--- config.mk ---
export PLATFORM = sky130hd
export DESIGN_NAME = aux_pwm_dual
export DESIGN_NICKNAME = d
export VERILOG_FILES = /design/src/rtl/aux_pwm_pkg.sv /design/src/rtl/aux_pwm_prescaler.sv /design/src/rtl/aux_pwm_counter.sv /design/src/rtl/aux_pwm_chan.sv /design/src/rtl/aux_pwm_dual.sv
export SDC_FILE = /design/constraint.sdc
export NUM_CORES = 1
export LEC_CHECK = 0
export BUFFER_PORTS_ARGS = -buffer_cell sky130_fd_sc_hd__buf_2
export CAP_MARGIN = 20
export CORE_MARGIN = 4
export CORE_UTILIZATION = 45
export CTS_CLUSTER_SIZE = 24
export DETAILED_ROUTE_END_ITERATION = 8
export GPL_ROUTABILITY_DRIVEN = 0
export PLACE_DENSITY_LB_ADDON = 0.3
export SKIP_LAST_GASP = 1
export SLEW_MARGIN = 10
export SYNTH_ARGS = -nofsm -noshare
export SYNTH_HDL_FRONTEND = slang
export SYNTH_SLANG_ARGS = --single-unit
--- constraint.sdc ---
create_clock -name clk_i -period 3.75 [get_ports clk_i]
set_input_delay 0.375 -clock clk_i [delete_from_list [all_inputs] [get_ports clk_i]]
set_output_delay 0.375 -clock clk_i [all_outputs]
set_load 0.03 [all_outputs]
--- src/rtl/aux_pwm_pkg.sv ---
package aux_pwm_pkg;
  localparam int unsigned AUX_NUM_CH = 2;
  localparam int unsigned AUX_CNT_W  = 8;
  localparam int unsigned AUX_DIV    = 1;

  function automatic int unsigned idx_w(int unsigned n);
    return (n > 1) ? $clog2(n) : 1;
  endfunction
endpackage

--- src/rtl/aux_pwm_prescaler.sv ---
module aux_pwm_prescaler #(
  parameter int unsigned DIV = 1
) (
  input  logic clk_i,
  input  logic rst_ni,
  output logic tick_o
);
  localparam int unsigned DW = (DIV > 1) ? $clog2(DIV) : 1;

  generate
    if (DIV <= 1) begin : g_bypass
      assign tick_o = 1'b1;
    end else begin : g_div
      logic [DW-1:0] div_q;
      always_ff @(posedge clk_i or negedge rst_ni) begin
        if (!rst_ni)                     div_q <= '0;
        else if (div_q == DW'(DIV - 1))  div_q <= '0;
        else                             div_q <= div_q + 1'b1;
      end
      assign tick_o = (div_q == DW'(DIV - 1));
    end
  endgenerate
endmodule

--- src/rtl/aux_pwm_counter.sv ---
module aux_pwm_counter #(
  parameter int unsigned CNT_W = 8
) (
  input  logic             clk_i,
  input  logic             rst_ni,
  input  logic             tick_i,
  output logic [CNT_W-1:0] cnt_o,
  output logic             start_o
);
  logic [CNT_W-1:0] cnt_q;
  logic             start_q;
  logic             wrap;

  assign wrap = tick_i && (cnt_q == '1);

  always_ff @(posedge clk_i or negedge rst_ni) begin
    if (!rst_ni) begin
      cnt_q   <= '0;
      start_q <= 1'b0;
    end else begin
      if (tick_i) cnt_q <= cnt_q + 1'b1;
      start_q <= wrap;
    end
  end

  assign cnt_o   = cnt_q;
  assign start_o = start_q;
endmodule

--- src/rtl/aux_pwm_chan.sv ---
module aux_pwm_chan #(
  parameter int unsigned CNT_W = 8
) (
  input  logic             clk_i,
  input  logic             rst_ni,
  input  logic             we_i,
  input  logic [CNT_W-1:0] wdata_i,
  input  logic [CNT_W-1:0] cnt_i,
  output logic [CNT_W-1:0] duty_o,
  output logic             pwm_o
);
  logic [CNT_W-1:0] duty_q;

  always_ff @(posedge clk_i or negedge rst_ni) begin
    if (!rst_ni)   duty_q <= '0;
    else if (we_i) duty_q <= wdata_i;
  end

  // unbuffered compare: a new duty acts in the very next cycle
  assign pwm_o  = (cnt_i < duty_q);
  assign duty_o = duty_q;
endmodule

--- src/rtl/aux_pwm_dual.sv ---
module aux_pwm_dual
  import aux_pwm_pkg::*;
#(
  parameter int unsigned NUM_CH = AUX_NUM_CH,
  parameter int unsigned CNT_W  = AUX_CNT_W,
  parameter int unsigned DIV    = AUX_DIV,
  localparam int unsigned AW    = idx_w(NUM_CH)
) (
  input  logic              clk_i,
  input  logic              rst_ni,
  input  logic              wr_en_i,
  input  logic [AW-1:0]     wr_addr_i,
  input  logic [CNT_W-1:0]  wr_data_i,
  input  logic [AW-1:0]     rd_addr_i,
  output logic [CNT_W-1:0]  rd_data_o,
  output logic [NUM_CH-1:0] pwm_o,
  output logic              period_start_o
);
  logic                    tick;
  logic [CNT_W-1:0]        cnt_q;
  logic [CNT_W-1:0]        duty_arr [NUM_CH];
  logic [NUM_CH*CNT_W-1:0] duty_flat;

  aux_pwm_prescaler #(.DIV(DIV)) u_pre (
    .clk_i (clk_i),
    .rst_ni(rst_ni),
    .tick_o(tick)
  );

  aux_pwm_counter #(.CNT_W(CNT_W)) u_cnt (
    .clk_i  (clk_i),
    .rst_ni (rst_ni),
    .tick_i (tick),
    .cnt_o  (cnt_q),
    .start_o(period_start_o)
  );

  generate
    for (genvar i = 0; i < NUM_CH; i++) begin : g_ch
      aux_pwm_chan #(.CNT_W(CNT_W)) u_ch (
        .clk_i  (clk_i),
        .rst_ni (rst_ni),
        .we_i   (wr_en_i && (wr_addr_i == AW'(i))),
        .wdata_i(wr_data_i),
        .cnt_i  (cnt_q),
        .duty_o (duty_arr[i]),
        .pwm_o  (pwm_o[i])
      );
      assign duty_flat[i*CNT_W +: CNT_W] = duty_arr[i];
    end
  endgenerate

  assign rd_data_o = duty_arr[rd_addr_i];
endmodule

# After elaboration in Yosys (flattened, before gate mapping)
# Index checks and enable logic that the tools add are counted.
[op_classes]
n_addsub = 1
multipliers = 0
n_div = 0
n_lt_le_gt_ge = 3
eq_ne = 1
shifts = 0
muxes = 3
bitwise = 2
reduce_logical = 2
[op_table]
columns = ["op", "count"]
rows = [
  ["$mux 8", 3],
  ["$lt 8x8->1", 2],
  ["$add 8x1->8 const B", 1],
  ["$eq 8x8->1 const B", 1],
  ["$ge 2x2->1 const B", 1],
  ["$logic_and 1x1->1", 2],
  ["$not 1->2", 1],
  ["$not 1->1", 1],
]
[word_totals]
ff_bits = 25
latchBits = 0
ramBits = 0
romBits = 0
in_bits = 13
output_inout_bits = 11
elab_cells = 16
mem_count = 0

# Longest topological paths before layout
# Gate-level depths: netlist of run 1.
[logic_depth]
depth_word = 4
depth_mapped = 6
mapped_depth_nobuf = 5

# Modules after synthesis
# From an unflattened synthesis of run 1, not the netlist that was laid out.
[unflattened]
cells_unflattened = 142
area_unflattened_um2 = 1447.6
[modules_own_cells]
columns = ["module", "instances", "cells_per_inst", "area_per_inst_um2", "seq_area_each_um2"]
rows = [
  ["aux_pwm_chan", 2, 49, 454.2, 200.2],
  ["aux_pwm_counter", 1, 31, 384.1, 225.2],
  ["aux_pwm_dual", 1, 11, 143.9, 0.0],
  ["aux_pwm_prescaler", 1, 2, 11.3, 0.0],
]

# Worst setup path before layout of run 1
# No wires, ideal clock.
[synth_timing]
path_kind = "input to output"
start = "input rd_addr_i"
end = "output rd_data_o[5]"
arrival_time_ns = 1.226
required_time_ns = 3.375
setup_slack_ns = 2.149
stages = 2
n_path_buf = 1
path_cell_list = "buf_2 -> o21ai_0"
[synth_between]
elab_chain_len = 4
[synth_lines]
columns = ["item", "line", "source"]
rows = [
  ["start: declaration", "aux_pwm_dual.sv:14", "input logic [AW-1:0] rd_addr_i,"],
  ["$not 1->2 (not written as such)", "aux_pwm_dual.sv:53", "assign rd_data_o = duty_arr[rd_addr_i];"],
  ["$mux 8 (not written as such) (3 in a row)", "aux_pwm_dual.sv:53", ""],
  ["end: declaration", "aux_pwm_dual.sv:15", "output logic [CNT_W-1:0] rd_data_o,"],
]
# Every way passes these cells. The select of a mux whose other input is x is not followed.

# Final worst setup path of run 1
[layout_timing]
start = "register u_cnt.cnt_q[7], in the netlist u_cnt.cnt_o[7]"
end = "output pwm_o[0]"
[layout_between]
elab_chain_len = 1
[layout_lines]
columns = ["item", "line", "source"]
rows = [
  ["start: declaration", "aux_pwm_counter.sv:10", "logic [CNT_W-1:0] cnt_q;"],
  ["start signal: assignment", "aux_pwm_counter.sv:21", "if (tick_i) cnt_q <= cnt_q + 1'b1;"],
  ["$lt 8x8->1", "aux_pwm_chan.sv:20", "assign pwm_o = (cnt_i < duty_q);"],
  ["end: declaration", "aux_pwm_dual.sv:16", "output logic [NUM_CH-1:0] pwm_o,"],
]
# Every way passes these cells.

==> results.sh, run 1 <==
export IMPL_p_clk_frac=0.207
export IMPL_r2r_start="u_cnt.cnt_o[2]"
export IMPL_synthMostInstantiatedCell="dfrtp_1"
export IMPL_p_per_area_nw_per_um2=377
export IMPL_dpl_instance_area_um2=1510
export IMPL_grt_max_degree=26
export IMPL_ys_seq_area_frac=0.452
export IMPL_rsz0062_at_grt="false"
export IMPL_antenna_cells=0
export IMPL_synth_edf_count=0
export IMPL_cts_buffers=3
export IMPL_rows=19
export IMPL_vias=997
export IMPL_total_power_mw=0.580
export IMPL_synth_ff_type="dfrtp_1"
export IMPL_area_growth_synth_to_final_pct=11.3
export IMPL_p_sw_mw=0.190
export IMPL_fin_skew_ps=1.12
export IMPL_yosysWarnings=0
export IMPL_end_kind="primary output"
export IMPL_ys_ff_latch=25
export IMPL_grt_overflow_total=0
export IMPL_period_share=0.570
export IMPL_yosys_top_cells_count="dfrtp_1 (25), nand2_1 (19), o21ai_0 (16), ha_1 (15), inv_1 (15)"
export IMPL_io_pins=24
export IMPL_worstPathMaxFanout=4
export IMPL_die_width_um=63.4
export IMPL_vias_per_cell=5.22
export IMPL_nFillCells=275
export IMPL_slew_headroom=0.632
export IMPL_grt_pass1_vias=972
export IMPL_power_leakage_nw=0.796
export IMPL_finalInstanceArea_um2=1540
export IMPL_worstPathArrival_ps=1760
export IMPL_initial_core_util=0.485
export IMPL_hpwl_um=1990
export IMPL_power_switching_share=0.328
export IMPL_setup_ws_ps=1610
export IMPL_clock_latency_ps=310
export IMPL_dieArea_um2=4020
export IMPL_max_freq_mhz=468
export IMPL_core_area_um2=2850
export IMPL_max_slew_worst_pin_slew_ps=553
export IMPL_cap_violations=0
export IMPL_synth_area_leader_cell="dfrtp_1"
export IMPL_grt_first_pass_wirelength_um=4480
export IMPL_dr_pass1_iters=4
export IMPL_setup_viol=0
export IMPL_startpoint="u_cnt.cnt_o[7]"
export IMPL_syn_inst=137
export IMPL_chipHeight_um=63.4
export IMPL_min_path_type="in -> async"
export IMPL_antenna_found_initial=0
export IMPL_instances_no_fill=191
export IMPL_syn_cell_area_um2=1380
export IMPL_p_seq_frac=0.528
export IMPL_synth_nets=165
export IMPL_track_usage=0.140
export IMPL_totalWireLength_um=2610
export IMPL_internal_power_mw=0.390
export IMPL_synthTopCellsByArea="dfrtp_1 (45%), ha_1 (14%), mux2_2 (8.1%)"
export IMPL_cp_top_family="flip-flops"
export IMPL_io_buffer_count=23
export IMPL_dp_slack_ps=1970
export IMPL_drcViolationCount=0
export IMPL_regArea_um2=626
export IMPL_ys_async_sr_fraction=1.00
export IMPL_clock_path_buffers=2
export IMPL_multi_input_area_um2=676
export IMPL_slowest_stage="dfrtp_1"
export IMPL_pwr_share_comb=0.266
export IMPL_cts_clk_slew_worst_paths_ps=140
export IMPL_status="complete, no violations"
export IMPL_fin_tns_setup_ps=0
export IMPL_period_minus_slack_ps=2140
export IMPL_postCtsHoldBufs=0
export IMPL_syn_avg_cell_area_um2=10.1
export IMPL_postRouteAntennaNets=0
export IMPL_critPathMostFrequentCell="a21oi_1"
export IMPL_drt_iter0_markers=18
export IMPL_root_buffer="clkbuf_4"
export IMPL_ir_worst_vdd_uv=197
export IMPL_path_cells="ha_1 -> a21oi_1 -> o211ai_1 -> a21oi_1 -> buf_2"
export IMPL_placed_cells_incl_taps=187
export IMPL_cp_start_kind="flip-flop"
export IMPL_cts_sinks=25
export IMPL_worstSetupPathType="reg -> out"
export IMPL_postCtsResizedCells=0
export IMPL_finalHoldViolations=0
export IMPL_path_buf_inv=1
export IMPL_layout_drive_gt1_share=0.269
export IMPL_drv_slew=0
export IMPL_cts_setup_buffers=0
export IMPL_required_ps=3380
export IMPL_cts_max_level=1
export IMPL_synthDistinctLibCells=21
export IMPL_wl_per_cell_um=13.6
export IMPL_num_nets_final=189
export IMPL_synth_top_area_share=0.452
export IMPL_cts_tree="done"
export IMPL_worst_path_largest_cell_delay_ps=450
-- stage by stage --
step / utilization / hold slack, ps
final: 0.539 / 28.4
after global routing: 0.539 / 32.9
after CTS: 0.539 / 44.2
after detailed placement: 0.530 / 394
after global placement: 0.530 / 392
after floorplan: - / 79.4
-- kinds of logic (layout without fill, tap and decap cells) --
family / count (synthesis) / after routing / share of synthesized area
flip-flops: 25 / 25 / 0.452
buffers and inverters: 19 / 42 / 0.0588
XOR/XNOR: 6 / 6 / 0.0380
AND/OR/NAND/NOR: 36 / 36 / 0.136
AO/OA/AOI/OAI: 26 / 26 / 0.0977
adder cells (fa/ha/maj): 15 / 15 / 0.136
multiplexers: 10 / 10 / 0.0814
-- placed cells by master, fill, tap and decap left out, drive strengths merged --
cell and count:
ha 15, clkinv 1, clkbuf 3, nand3 7, nor2 2, dfrtp 25, buf 23, inv 15
o211ai 2, o21ai 16, nand4 1, and3 1, nor2b 3, xor2 1, xnor2 5, nand2 20
a21oi 8, mux2 10, and4 2
-- worst paths after layout --
check | to | slack [ps] | depth (start not counted)
min in group clk_i | g_ch[0].u_ch.duty_o[1] | 270 | 3
max | pwm_o[0] | 1610 | 5
min reg2reg | g_ch[1].u_ch.duty_o[0] | 540 | 1
max in group asynchronous | g_ch[1].u_ch.duty_o[3] | 3360 | 1
min | u_cnt.start_o | 30 | 1
max reg2reg | u_cnt.cnt_o[7] | 2620 | 3
-- flip-flops by register name, summed over array words and instances, names as in the netlist --
name and cells:
u_cnt.cnt_o 8, u_cnt.start_o 1, g_ch.u_ch.duty_o 16
-- area by class of cell --
cell class                 instances  share of cell area
tap                               31              0.0252
timing repair buffer              23              0.0748
clock inverter                     1             0.00325
inverter                          15              0.0366
multi-input combinational         93               0.439
clock buffer                       3              0.0146
sequential                        25               0.407
-- metal layers --
layer | up-vias | share of wire | global-route usage
met1 | 471 | 0.48 | 0.184
met5 | - | 0 | 0
li1 | 507 | - | -
met4 | 0 | 0.0035 | 0.0377
met2 | 17 | 0.48 | 0.235
met3 | 2 | 0.034 | 0.0249
-- power groups by stage --
stage	registers [mW]	logic (mW)	clock network, mW
finish	0.306	0.154	0.120
global route	0.309	0.173	0.142
CTS	0.307	0.156	0.123
detailed placement	0.312	0.154	0
global placement	0.310	0.150	0
floorplan	0.308	0.116	0
Power figures use the tool's default switching activity.
==> run 2: changes to the inputs <==
- clock period: 3.75 -> 1.9 ns (I/O delays scaled with it)
==> run 2 against run 1 <==
Effect of this change:
- die area unchanged
- sequential share of layout area shrank 3.2 points
- worst setup slack got worse by 1600 ps
- critical path depth stayed put
- clock-buffer cell count unchanged
- final cell count up 3.7%
- non-clock buffer count rose by 7
- worst hold slack gained 58 ps
- power increased by 100%
- critical path type unchanged
- largest cell class unchanged
==> results.sh, run 2 (synthesized netlist as in run 1, its figures left out) <==
export IMPL_postRouteAntennaNets=0
export IMPL_cap_violations=0
export IMPL_dr_pass1_iters=3
export IMPL_timing_hold_ws_ps=85.9
export IMPL_vias=1061
export IMPL_cts_max_level=1
export IMPL_regArea_um2=631
export IMPL_finalHoldViolations=0
export IMPL_rsz0062_at_grt="true"
export IMPL_root_buffer="clkbuf_4"
export IMPL_period_minus_slack_ps=1860
export IMPL_cts_clk_slew_worst_paths_ps=130
export IMPL_worstPathArrival_ps=1670
export IMPL_track_usage=0.141
export IMPL_dieArea_um2=4020
export IMPL_r2r_end="u_cnt.cnt_o[7]"
export IMPL_grt_first_pass_wirelength_um=4510
export IMPL_io_pins=24
export IMPL_max_slew_worst_pin_slew_ps=560
export IMPL_final_cell_mix="dfrtp_1 (21), buf_2 (21), nand2_1 (19), inv_1 (15), o21ai_0 (14)"
export IMPL_core_area_um2=2850
export IMPL_num_nets_final=196
export IMPL_p_per_area_nw_per_um2=704
export IMPL_use_met3=0.0231
export IMPL_required_ps=1710
export IMPL_finalInstanceArea_um2=1680
export IMPL_grt_overflow_total=0
export IMPL_grt_pass1_vias=979
export IMPL_worst_path_largest_cell_delay_ps=470
export IMPL_slew_headroom=0.627
export IMPL_cts_buffers=3
export IMPL_multi_input_area_um2=753
export IMPL_largest_register_ffs=16
export IMPL_cts_tree="done"
export IMPL_grt_max_degree=26
export IMPL_rows=19
export IMPL_area_growth_synth_to_final_pct=21.6
export IMPL_cts_sinks=25
export IMPL_r2r_cells=4
export IMPL_io_buffer_count=23
export IMPL_totalWireLength_um=2860
export IMPL_initial_core_util=0.485
export IMPL_drt_iter0_markers=18
export IMPL_drcViolationCount=0
export IMPL_status="complete, no violations"
export IMPL_dpl_instance_area_um2=1510
export IMPL_chipHeight_um=63.4
export IMPL_worstSetupPathType="reg -> out"
export IMPL_grt_busiest_layer="met2"
export IMPL_path_cells="ha_1 -> a21oi_2 -> o21ai_1 -> a21oi_1 -> buf_4"
export IMPL_antenna_cells=0
export IMPL_met1_usage=0.186
export IMPL_r2r_start="u_cnt.cnt_o[2]"
export IMPL_layout_drive_gt1_share=0.371
export IMPL_end_kind="primary output"
export IMPL_die_width_um=63.4
export IMPL_endpoint="pwm_o[0]"
export IMPL_clock_path_buffers=2
export IMPL_nFillCells=261
export IMPL_setup_viol=0
export IMPL_ir_worst_vdd_uv=390
export IMPL_holdPathStages=3
export IMPL_fin_skew_ps=1.68
export IMPL_antenna_found_initial=0
export IMPL_wl_per_cell_um=14.5
export IMPL_hpwl_um=1990
export IMPL_r2r_slack_ps=710
export IMPL_max_freq_mhz=538
export IMPL_vias_per_cell=5.36
export IMPL_drv_slew=0
export IMPL_period_share=0.979
export IMPL_grt_util_met2=0.237
export IMPL_clock_latency_ps=310
export IMPL_slowest_stage="dfrtp_2"
export IMPL_cp_start_kind="flip-flop"
export IMPL_min_path_type="in -> reg"
export IMPL_power_leakage_nw=0.831
export IMPL_worstPathMaxFanout=3
export IMPL_startpoint="u_cnt.cnt_o[2]"
## run 2: what timing repair did
item | CTS | global route
hold endpoints to repair | 25 | 0
endpoints found under the setup margin | 2 | 2
gates resized for setup | 3 | 14
buffers inserted | 1 | 5
cloned | 0 | 0
pin swaps | 0 | 1
hold buffers | 1 | 0
## run 2: how the worst min path moves through the flow
stage                      start                     end  slack [ps]
global route        wr_data_i[1]  g_ch[0].u_ch.duty_o[1]          50
detailed placement        rst_ni           u_cnt.start_o         210
CTS                 wr_data_i[1]  g_ch[0].u_ch.duty_o[1]          80
floorplan                 rst_ni  g_ch[0].u_ch.duty_o[0]        -110
global placement          rst_ni  g_ch[0].u_ch.duty_o[6]         210
finish              wr_data_i[1]  g_ch[0].u_ch.duty_o[1]          90
## run 2: layout make-up
class / count / share of cell area
clock buffers: 3 / 0.0134
clock inverters: 1 / 0.00298
inverters: 15 / 0.0335
multi-input cells: 93 / 0.448
flip-flops and latches: 25 / 0.375
well taps: 31 / 0.0231
repair buffers: 30 / 0.104
## run 2: where the power goes
part / total, mW / internal [mW] / switching, mW
Clock: 0.235 / 0.0786 / 0.156
Sequential: 0.604 / 0.579 / 0.0255
Combinational: 0.345 / 0.137 / 0.207
## run 2: critical path, delay by kind of cell, from the launching register on
| family | cells | cell delay (ps) |
|---|---|---|
| compound gates | 3 | 370 |
| flops | 1 | 470 |
| fa+ha+maj | 1 | 340 |
| buf+inv | 1 | 190 |
## run 2: stage by stage
step                total power [mW]  instances  setup TNS, ps  setup slack (ps)   util
global placement               0.909        187              0               342  0.530
finish                          1.18        198              0              40.7  0.589
CTS                             1.16        193              0             0.365  0.548
floorplan                      0.835        137              0               488      -
global route                    1.27        198          -52.0             -44.2  0.589
detailed placement             0.921        187              0               309  0.530
## run 2: layer usage
metal / vias to the layer above / wire length [um] / share of wire
met3: 4 / 94 / 0.033
li1: 524 / - / -
met2: 27 / 1430 / 0.50
met4: 0 / 19 / 0.0066
met5: - / 0 / 0
met1: 506 / 1320 / 0.46
